`config.mk`:
```
export PLATFORM = sky130hd
export DESIGN_NAME = dot_scanner
export DESIGN_NICKNAME = d
export VERILOG_FILES = /design/src/rtl/dot_scanner.sv
export SDC_FILE = /design/constraint.sdc
export NUM_CORES = 1
export LEC_CHECK = 0
export BUFFER_PORTS_ARGS = -buffer_cell sky130_fd_sc_hd__buf_2
export CAP_MARGIN = 20
export CORE_ASPECT_RATIO = 1.5
export CORE_UTILIZATION = 40
export DETAILED_ROUTE_END_ITERATION = 8
export GPL_TIMING_DRIVEN = 0
export PLACE_DENSITY = 0.7
export SLEW_MARGIN = 20
export SYNTH_ARGS = -nofsm -noshare
export SYNTH_HDL_FRONTEND = slang
export SYNTH_SLANG_ARGS = --single-unit
```
`constraint.sdc`:
```
create_clock -name clk -period 2.6 [get_ports clk]
set_input_delay 0.26 -clock clk [delete_from_list [all_inputs] [get_ports clk]]
set_output_delay 0.26 -clock clk [all_outputs]
set_load 0.02 [all_outputs]
```
`src/rtl/dot_scanner.sv`:
```
module dot_scanner #(
  parameter int NUM_COLS    = 20,
  parameter int NUM_SLOTS   = 8,
  parameter int LIT_ROWS    = 7,
  parameter int SLOT_CYCLES = 64,
  parameter int PRESCALE    = 8,
  parameter int INT_DIV     = 4
) (
  input  logic                          clk,
  input  logic                          rst_n,
  input  logic                          osc_sel,
  input  logic                          ext_osc,
  input  logic                          prescale_en,
  input  logic [$clog2(SLOT_CYCLES)-1:0] on_cycles,
  input  logic                          load,
  input  logic [NUM_COLS*8-1:0]         dot_data,
  output logic [NUM_SLOTS-1:0]          row_sel,
  output logic [NUM_COLS-1:0]           col_en
);
  localparam int CYC_W = $clog2(SLOT_CYCLES);
  localparam int ROW_W = $clog2(NUM_SLOTS);
  localparam int POS_W = CYC_W + ROW_W;
  localparam int IMG_W = NUM_COLS * 8;
  localparam int PRE_W = $clog2(PRESCALE);
  localparam int DIV_W = $clog2(INT_DIV) + 1;

  logic             ext_q;
  logic [DIV_W-1:0] int_cnt;
  logic [PRE_W-1:0] pre_cnt;
  logic [POS_W-1:0] pos;
  logic [IMG_W-1:0] pend, shadow;
  logic             pend_v;

  wire [ROW_W-1:0] row = pos[POS_W-1:CYC_W];
  wire [CYC_W-1:0] cyc = pos[CYC_W-1:0];

  wire int_tick   = (int_cnt == DIV_W'(INT_DIV - 1));
  wire raw_tick   = osc_sel ? (ext_osc & ~ext_q) : int_tick;
  wire scan_tick  = raw_tick && (!prescale_en || pre_cnt == PRE_W'(PRESCALE - 1));
  wire frame_wrap = scan_tick && (pos == POS_W'(NUM_SLOTS * SLOT_CYCLES - 1));
  wire window     = (cyc < on_cycles) && (int'(row) < LIT_ROWS);

  always_ff @(posedge clk) begin
    if (!rst_n) begin
      ext_q   <= 1'b0;
      int_cnt <= '0;
      pre_cnt <= '0;
      pos     <= '0;
    end else begin
      ext_q   <= ext_osc;
      int_cnt <= int_tick ? '0 : int_cnt + 1'b1;
      if (!prescale_en)
        pre_cnt <= '0;
      else if (raw_tick)
        pre_cnt <= (pre_cnt == PRE_W'(PRESCALE - 1)) ? '0 : pre_cnt + 1'b1;
      if (scan_tick)
        pos <= frame_wrap ? '0 : pos + 1'b1;
    end
  end

  always_ff @(posedge clk) begin
    if (!rst_n) begin
      pend   <= '0;
      pend_v <= 1'b0;
      shadow <= '0;
    end else begin
      if (frame_wrap && pend_v) shadow <= pend;
      if (load) begin
        pend   <= dot_data;
        pend_v <= 1'b1;
      end else if (frame_wrap) begin
        pend_v <= 1'b0;
      end
    end
  end

  genvar c;
  generate
    for (c = 0; c < NUM_COLS; c++) begin : g_col
      assign col_en[c] = window && shadow[c*8 + int'(row)];
    end
  endgenerate

  assign row_sel = NUM_SLOTS'(1) << row;

  assert_reset_dark_R1: assert property (@(posedge clk)
    !rst_n |=> (col_en == '0) && (row_sel == NUM_SLOTS'(1)));
  assert_pos_hold_R3: assert property (@(posedge clk) disable iff (!rst_n)
    !scan_tick |=> $stable(pos));
  assert_blank_zero_R5: assert property (@(posedge clk) disable iff (!rst_n)
    (on_cycles == '0) |-> (col_en == '0));
  assert_dark_row7_R6: assert property (@(posedge clk) disable iff (!rst_n)
    row_sel[NUM_SLOTS-1] |-> (col_en == '0));
  assert_image_hold_R9: assert property (@(posedge clk) disable iff (!rst_n)
    !frame_wrap |=> $stable(shadow));
endmodule

```
==> impl_metrics.tcl, run 1 <==
set metrics [dict create \
    status "complete, no violations" \
    cp-end-kind "output port" \
    first_iter_violations 469 \
    routed_wl_um 37400 \
    route.vias.total 11300 \
    cts_tree "yes" \
    post_cts_buffers 0 \
    area_growth_pct 25.8 \
    vias_per_cell 5.01 \
    synth.top_cell.area_share_pct 48.1 \
    critPathKind "flip-flop to output port" \
    die_y_um 231 \
    first_global_vias 11300 \
    async_flop_share_pct 0 \
    finClkSkew_ns 0.0223 \
    synth_top_area_cell "dfxtp_1" \
    synthTopCellsByArea "dfxtp_1 (48%), mux2i_1 (13%), nand3_1 (12%), nor2b_1 (7.2%), mux4_2 (6.4%)" \
    core_mm2 0.0344 \
    met1_length_um 15300 \
    grt_max_degree 15 \
    dieArea_mm2 0.0358 \
    power_density_mw_per_mm2 626 \
    dr.max_layer_used "met5" \
    grt-ovfl-total 0 \
    cp-start-kind "flip-flop" \
    gp_congestion 0.787 \
    setup_ws_ns 0.0426 \
    synthFlopType "dfxtp_1" \
    synth_warnings 0 \
    drive_gt1_share_pct 20.9 \
    ff_latch_area_mm2 0.00675 \
    synth_seq_cells 337 \
    worstPathRequired_ns 2.34 \
    rows 83 \
    grt_usage_pct 20.8 \
    drc 0 \
    numPortBuffers 197 \
    r2r_slack_ns 0.15 \
    timing.fmax_mhz 391 \
    hold_viol 0 \
    final_nets 1943 \
    clk_path_buf_depth 3 \
    setup_viol 0 \
    clkSlewWorstSetupHoldPaths_ns 0.06 \
    clk_latency_ns 0.53 \
    synth.avg_cell_area_um2 9.70 \
    dpl.cell_count 2110 \
    ys_types 35 \
    worst_hold_slack_ns 0.00668 \
    slew-limit-headroom_pct 36.8 \
    antenna_found_initial 3 \
    clock-root-buffer "clkbuf_16" \
    antenna_left 0 \
    synthTopCellsByCount "dfxtp_1 (337), nand3_1 (323), mux2i_1 (182)" \
    placed_area_mm2 0.0156 \
    stdcell_area_mm2 0.0177 \
    die_w_um 155 \
    min_from "dot_data[50]" \
    clock_sinks 337 \
    multi_input_area_mm2 0.00664 \
    io_pins 200 \
    dpl.hpwl_um 25900 \
    synth_cells 1446 \
    wl_met2_um 19400 \
    firstDrtPassIters 4 \
    p_leak_nw 7.99 \
    synth.most_common_cell "dfxtp_1" \
    cts_made_buffers 34 \
    fin_setup_tns_ns 0 \
    ys_seq_area_share_pct 48.1 \
    synth_nets 1629 \
    fin_crit_sh_pct 98.4 \
    grt_pass1_wl_um 57900 \
    maxCapViolCount 0 \
    start_util_pct 40.8 \
    synth_area_mm2 0.0140 \
    synth-edff-count 0 \
    startpoint "pos[3]$_SDFFE_PN0P_" \
    fin_cells 2253 \
    drv_slew 0 \
    ir_drop_v 0.000603 \
    h-tree-depth 2 \
    worst_pin_slew_ns 0.948 \
    period_minus_slack_ns 2.56 \
    avgRoutedWirePerCell_um 16.6 \
    met3WireLength_um 1500 \
    hp-class "input pin to flip-flop" \
    cp_max_fo 10 \
    dp_slack_ns -0.563 \
    rsz0062_at_grt "true" \
    r2r-start "pos[0]$_SDFFE_PN0P_" \
    arrival_ns 2.30 \
    n_fill_cell 3153 \
]
## worst paths after layout
path,end,depth (start not counted)
setup / recovery,col_en[1],7
hold / removal,pend[50]$_SDFFE_PN0P_,3
setup reg to reg,shadow[132]$_SDFFE_PN0P_,13
hold reg to reg,int_cnt[0]$_SDFF_PP0_,1
## state kept, by name, summed over array words and instances (netlist names)
signal	cells
ext_q	1
pre_cnt	3
pend_v	1
shadow	160
pend	160
int_cnt	3
pos	9
## through the flow
stage | util, % | power (mW)
2_1_floorplan | - | 5.92
3_3_place_gp | 45.4 | 6.18
3_5_place_dp | 45.4 | 6.20
4_1_cts | 51.2 | 11.1
5_1_grt | 51.4 | 11.4
6_report | 51.4 | 11.1
## cells by family (layout without fill, tap and decap cells)
group | Yosys count | count (layout) | synth area share, %
and+or+nand+nor | 709 | 709 | 25.3
DFF | 337 | 337 | 48.1
muxes | 222 | 222 | 19.4
buffers and inverters | 137 | 475 | 4.77
AOI/OAI and AO/OA | 30 | 30 | 1.48
adders and majority gates | 11 | 11 | 0.981
other | 0 | 2 | 0
## cell usage in the layout, fill, tap and decap left out, types with 6 or more instances in the layout
cell type      synthesis  layout
buf_1                 11       7
buf_2                 49     239
buf_6                 11      14
clkbuf_1              55      59
clkbuf_16              0      36
clkbuf_8               0       7
clkinv_2               0       6
dfxtp_1              337     333
dlygate4sd3_1          0      80
ha_1                  11      11
inv_1                  8       8
mux2i_1              182     182
mux4_2                40      40
nand2_1              166     166
nand3_1              323     323
nor2_1                33      29
nor2b_1              161     161
o211ai_1               6       6
o21ai_0                8       8
## where the power goes
part | switching [mW] | internal, mW
registers | 0.0901 | 5.32
logic | 0.371 | 0.399
clock network | 2.02 | 2.85
total | 2.48 | 8.57
## layout make-up
class / instances / share of cell area (%)
sequential: 337 / 38.2
multi-input combinational: 972 / 37.6
timing repair buffer: 278 / 10.3
clock buffer: 49 / 5.60
buffer: 129 / 4.12
tap: 467 / 3.31
clock inverter: 11 / 0.645
inverter: 8 / 0.170
antenna: 2 / 0.0283
## metal layers
metal	up-vias	track usage (%)
li1	5619	-
met1	5324	23.7
met2	262	38.6
met3	75	2.88
met4	2	8.14
met5	-	0
## critical path, cell delays in order (launching register included)
cell	delay, ns
dfxtp_2	0.40
ha_1	0.27
a211o_1	0.27
o211ai_1	0.08
o211ai_1	0.13
buf_4	0.23
nor2_1	0.20
buf_2	0.20
## repair_timing
action / CTS / global route
endpoints found under the setup margin: 182 / 180
hold endpoints to repair: 80 / 0
hold buffers: 80 / 0
resized for setup: 26 / 14
pin swaps: 0 / 0
gates cloned: 0 / 1
(Power assumes the default switching activity.)
==> inputs of run 2 (changes only) <==
==> constraint.sdc (replaced) <==
create_clock -name clk -period 3.04 [get_ports clk]
set_input_delay 0.304 -clock clk [delete_from_list [all_inputs] [get_ports clk]]
set_output_delay 0.304 -clock clk [all_outputs]
set_load 0.02 [all_outputs]
==> run 2 against run 1 <==
- final cell count fell by 3.6%
- combinational power down 25%
- count of clock-buffer cells in the layout did not move
- power is 15% lower
- clock skew grew 0.0024 ns
- via count decreased by 3.2%
- first-iteration DRC count shrank 3.4%
- clock power fell by 14%
- register-to-register slack better by 0.13 ns
- critical path type unchanged
==> impl_metrics.tcl, run 2 (synthesis results as in run 1) <==
set metrics [dict create \
    post_cts_buffers 0 \
    finClkSkew_ns 0.0246 \
    dpl.cell_count 2110 \
    clock-root-buffer "clkbuf_16" \
    cp-start-kind "flip-flop" \
    grtUsageMet3_pct 3.16 \
    slew-limit-headroom_pct 28.0 \
    clkSlewWorstSetupHoldPaths_ns 0.06 \
    status "complete, no violations" \
    antenna_left 0 \
    clock_sinks 337 \
    timing.fmax_mhz 349 \
    placed_area_mm2 0.0156 \
    maxCapViolCount 0 \
    area_growth_pct 19.1 \
    stdcell_area_mm2 0.0167 \
    rows 83 \
    hold_viol 0 \
    grt-ovfl-total 0 \
    gr-usage-met1_pct 23.2 \
    vias_per_cell 5.03 \
    fin_cells 2173 \
    p_leak_nw 7.62 \
    ff_latch_area_mm2 0.00675 \
    grt_max_degree 20 \
    drc 0 \
    dieArea_mm2 0.0358 \
    top_regs "pend (160), shadow (160), pos (9)" \
    worst_hold_slack_ns 0.0162 \
    holdBufCountCts 0 \
    gp_congestion 0.787 \
    die_w_um 155 \
    ir_drop_v 0.000509 \
    avgRoutedWirePerCell_um 16.7 \
    route.vias.total 10900 \
    hp-class "input pin to flip-flop" \
    rsz0062_at_grt "false" \
    antenna_found_initial 6 \
    dpl.hpwl_um 25900 \
    final_nets 1861 \
    cts_tree "yes" \
    grt_pass1_wl_um 56100 \
    cts_made_buffers 34 \
    layout_common_cells "dfxtp_1 (337), nand3_1 (323), buf_2 (247)" \
    cp_max_fo 10 \
    grt_usage_pct 20.2 \
    setup_viol 0 \
    drv_slew 0 \
    final_common_cell "dfxtp_1" \
    core_mm2 0.0344 \
    cp-end-kind "output port" \
    min_path_cells 2 \
    clk_path_buf_depth 3 \
    io_pins 200 \
    start_util_pct 40.8 \
    met2_usage_pct 37.3 \
    arrival_ns 2.56 \
    routed_wl_um 36200 \
    fin_crit_sh_pct 94.3 \
    n_fill_cell 3230 \
    worst_pin_slew_ns 1.08 \
    die_y_um 231 \
    critPathKind "flip-flop to output port" \
    multi_input_area_mm2 0.00662 \
    busiest_layer "met2" \
    worstRegToRegCells 12 \
    drive_gt1_share_pct 20.9 \
    clk_latency_ns 0.53 \
    first_iter_violations 453 \
    power_density_mw_per_mm2 560 \
    firstDrtPassIters 5 \
    h-tree-depth 2 \
    period_minus_slack_ns 2.87 \
    numPortBuffers 197 \
    ctsResizeCount 0 \
    worstPathRequired_ns 2.74 \
    first_global_vias 10900 \
]
run 2: metal layers:
layer	vias up	share of wire, %
met5	-	0.072
met4	4	2.9
met3	64	4.3
met2	248	52
met1	5158	41
li1	5452	-
run 2: where the power goes:
part	switching [mW]	leakage, nW	internal [mW]
clock	1.73	0.540	2.44
sequential	0.0764	2.75	4.55
combinational	0.301	4.33	0.274
run 2: path summary, 6_finish.rpt:
| check | startpoint | endpoint | slack [ns] |
|---|---|---|---|
| max | pos[7]$_SDFFE_PN0P_ | col_en[13] | 0.17 |
| min | ext_osc | ext_q$_SDFF_PN0_ | 0.02 |
| max reg2reg | pos[7]$_SDFFE_PN0P_ | shadow[110]$_SDFFE_PN0P_ | 0.28 |
| min reg2reg | int_cnt[0]$_SDFF_PP0_ | int_cnt[0]$_SDFF_PP0_ | 0.43 |
run 2: worst max-delay path, stage by stage, from the launching register on:
cell	delay, ns
dfxtp_1	0.37
buf_1	0.78
mux4_2	0.37
mux2i_1	0.07
nor2_1	0.23
buf_2	0.22
run 2: metrics by stage:
step / util [%] / power, mW / worst slack (ns) / TNS (ns)
2_1_floorplan: - / 5.06 / 0.820 / 0
3_3_place_gp: 45.4 / 5.29 / -0.0942 / -6.65
3_5_place_dp: 45.4 / 5.30 / -0.123 / -8.29
4_1_cts: 48.6 / 9.45 / 0.0504 / 0
5_1_grt: 48.6 / 9.70 / 0.0120 / 0
6_report: 48.6 / 9.37 / 0.172 / 0
run 2: area by class of cell:
| cell class | count | area share, % |
|---|---|---|
| multi-input combinational | 972 | 39.6 |
| antenna | 4 | 0.0599 |
| sequential | 337 | 40.4 |
| clock buffer | 49 | 5.91 |
| tap | 467 | 3.50 |
| inverter | 8 | 0.180 |
| timing repair buffer | 197 | 5.90 |
| clock inverter | 11 | 0.681 |
| buffer | 128 | 3.82 |
==> inputs of run 3 (changes only) <==
==> constraint.sdc (replaced) <==
create_clock -name clk -period 3.04 [get_ports clk]
set_input_delay 0.304 -clock clk [delete_from_list [all_inputs] [get_ports clk]]
set_output_delay 0.304 -clock clk [all_outputs]
set_load 0.1 [all_outputs]
==> run 3 against run 2 <==
- global-route usage is 0.066 points higher
- utilization is 0.42 points higher
- register-to-register slack worse by 0.11 ns
- critical endpoint is now col_en[14]
- highest routed layer unchanged
==> impl_metrics.tcl, run 3 (synthesis results as in run 1) <==
set metrics [dict create \
    rows 83 \
    antenna_found_initial 1 \
    vias_per_cell 4.98 \
    grt_max_degree 20 \
    cp-end-kind "output port" \
    slew-limit-headroom_pct 23.3 \
    dieArea_mm2 0.0358 \
    power_density_mw_per_mm2 560 \
    drc 0 \
    clockPowerShare_pct 44.9 \
    fin_cells 2172 \
    worst_hold_slack_ns 0.0481 \
    core_mm2 0.0344 \
    p_leak_nw 7.62 \
    layout_common_cells "dfxtp_1 (337), nand3_1 (323), buf_2 (227)" \
    critPathKind "flip-flop to output port" \
    seqPwrFrac_pct 49.0 \
    first_global_vias 10600 \
    maxCapViolCount 0 \
    dpl.hpwl_um 26100 \
    n_fill_cell 3280 \
    period_minus_slack_ns 2.90 \
    worstPathRequired_ns 2.74 \
    routed_wl_um 36200 \
    die_w_um 155 \
    antenna_left 0 \
    switching_share_pct 22.2 \
    cp-start-kind "flip-flop" \
    arrival_ns 2.59 \
    clkSlewWorstSetupHoldPaths_ns 0.06 \
    clock_sinks 337 \
    timing.fmax_mhz 345 \
    finClkSkew_ns 0.00877 \
    grt_usage_pct 20.3 \
    io_pins 200 \
    first_iter_violations 439 \
    final_nets 1863 \
    drv_slew 0 \
    setup_viol 0 \
    worstRegToRegCells 12 \
    internal_power_mw 7.34 \
    firstDrtPassIters 5 \
    avgRoutedWirePerCell_um 16.7 \
    cp_max_fo 10 \
    clk_path_buf_depth 3 \
    worst_pin_slew_ns 1.15 \
    power_switching_mw 2.10 \
    fin_crit_sh_pct 95.4 \
    rsz0062_at_grt "false" \
    cts_made_buffers 35 \
    die_y_um 231 \
    min_path_cells 3 \
    cts_tree "yes" \
    status "complete, no violations" \
    grt-ovfl-total 0 \
    antenna_cells 0 \
    area_growth_pct 20.1 \
    numPortBuffers 197 \
    hold_viol 0 \
    drive_gt1_share_pct 22.1 \
    route.vias.total 10800 \
    ir_drop_v 0.000423 \
    power_frac_comb_pct 6.1 \
    dpl.cell_count 2110 \
    hp-class "input pin to flip-flop" \
    clock-root-buffer "clkbuf_16" \
    top_regs "pend (160), shadow (160), pos (9)" \
    h-tree-depth 2 \
    clk_latency_ns 0.51 \
    gp_congestion 0.803 \
    final_common_cell "dfxtp_1" \
    start_util_pct 40.8 \
    grt_pass1_wl_um 56200 \
]
run 3: cell types whose count changed in the layout (fill, tap and decap cells not counted), sizes merged:
cell | previous run | this run
clkinv | 6 | 3
clkdlybuf4s15 | 0 | 1
bufinv | 2 | 1
clkbuf | 103 | 130
dlygate4sd3 | 0 | 1
buf | 271 | 250
diode | 4 | 0
clkinvlp | 2 | 1
run 3: layout make-up:
class	count	area, um2	area share (%)
plain buffers	128	647	3.84
clock buffers	56	1080	6.39
clock inverters	6	61.3	0.364
inverters	8	30.0	0.178
multi-input cells	972	6670	39.5
flip-flops and latches	337	6750	40.0
well taps	467	584	3.47
repair buffers	198	1050	6.20
run 3: what timing repair did:
item / 4_1_cts / 5_1_grt
endpoints found under the setup margin: 119 / 20
gates cloned: 0 / 0
setup buffers: 0 / 0
hold buffers: 1 / 0
endpoints found under the hold margin: 1 / 0
gates resized for setup: 4 / 22
run 3: worst max-delay path, stage by stage (launching register included):
cell	delay, ns
dfxtp_1	0.30
buf_2	0.15
buf_4	0.29
and3_1	0.28
nor2_1	0.06
o211ai_1	0.10
buf_2	0.47
nor2_2	0.11
clkbuf_4	0.30
run 3: final timing paths:
path / from / endpoint / slack [ns]
worst min-delay path: dot_data[118] / pend[118]$_SDFFE_PN0P_ / 0.05
worst min register to register: int_cnt[0]$_SDFF_PP0_ / int_cnt[0]$_SDFF_PP0_ / 0.42
worst max register to register: pos[7]$_SDFFE_PN0P_ / shadow[111]$_SDFFE_PN0P_ / 0.17
worst max-delay path: pos[6]$_SDFFE_PN0P_ / col_en[14] / 0.14
run 3: power by group through the flow:
stage	sequential [mW]	combinational, mW	clock [mW]
2_1_floorplan	4.69	0.368	0
3_3_place_gp	4.72	0.565	0
3_5_place_dp	4.72	0.579	0
4_1_cts	4.62	0.582	4.32
5_1_grt	4.64	0.636	4.50
6_report	4.63	0.575	4.24
run 3: metrics by stage:
step / area, um2 / setup WS, ns / power [mW] / setup TNS (ns) / utilization (%)
floorplan: 14100 / -0.332 / 5.06 / -0.900 / -
global placement: 15700 / -0.0950 / 5.28 / -7.37 / 45.5
detailed placement: 15700 / -0.166 / 5.30 / -13.39 / 45.5
CTS: 16800 / 0.0108 / 9.53 / 0 / 48.9
global route: 16900 / 0.0135 / 9.77 / 0 / 49.0
finish: 16900 / 0.141 / 9.44 / 0 / 49.0
run 3: per-layer routing:
layer | vias up | wire length (um) | global-route usage [%]
li1 | 5445 | - | -
met1 | 5067 | 14800 | 23.5
met2 | 249 | 19000 | 38.0
met3 | 49 | 1480 | 2.80
met4 | 2 | 919 | 6.62
met5 | - | 12 | 0
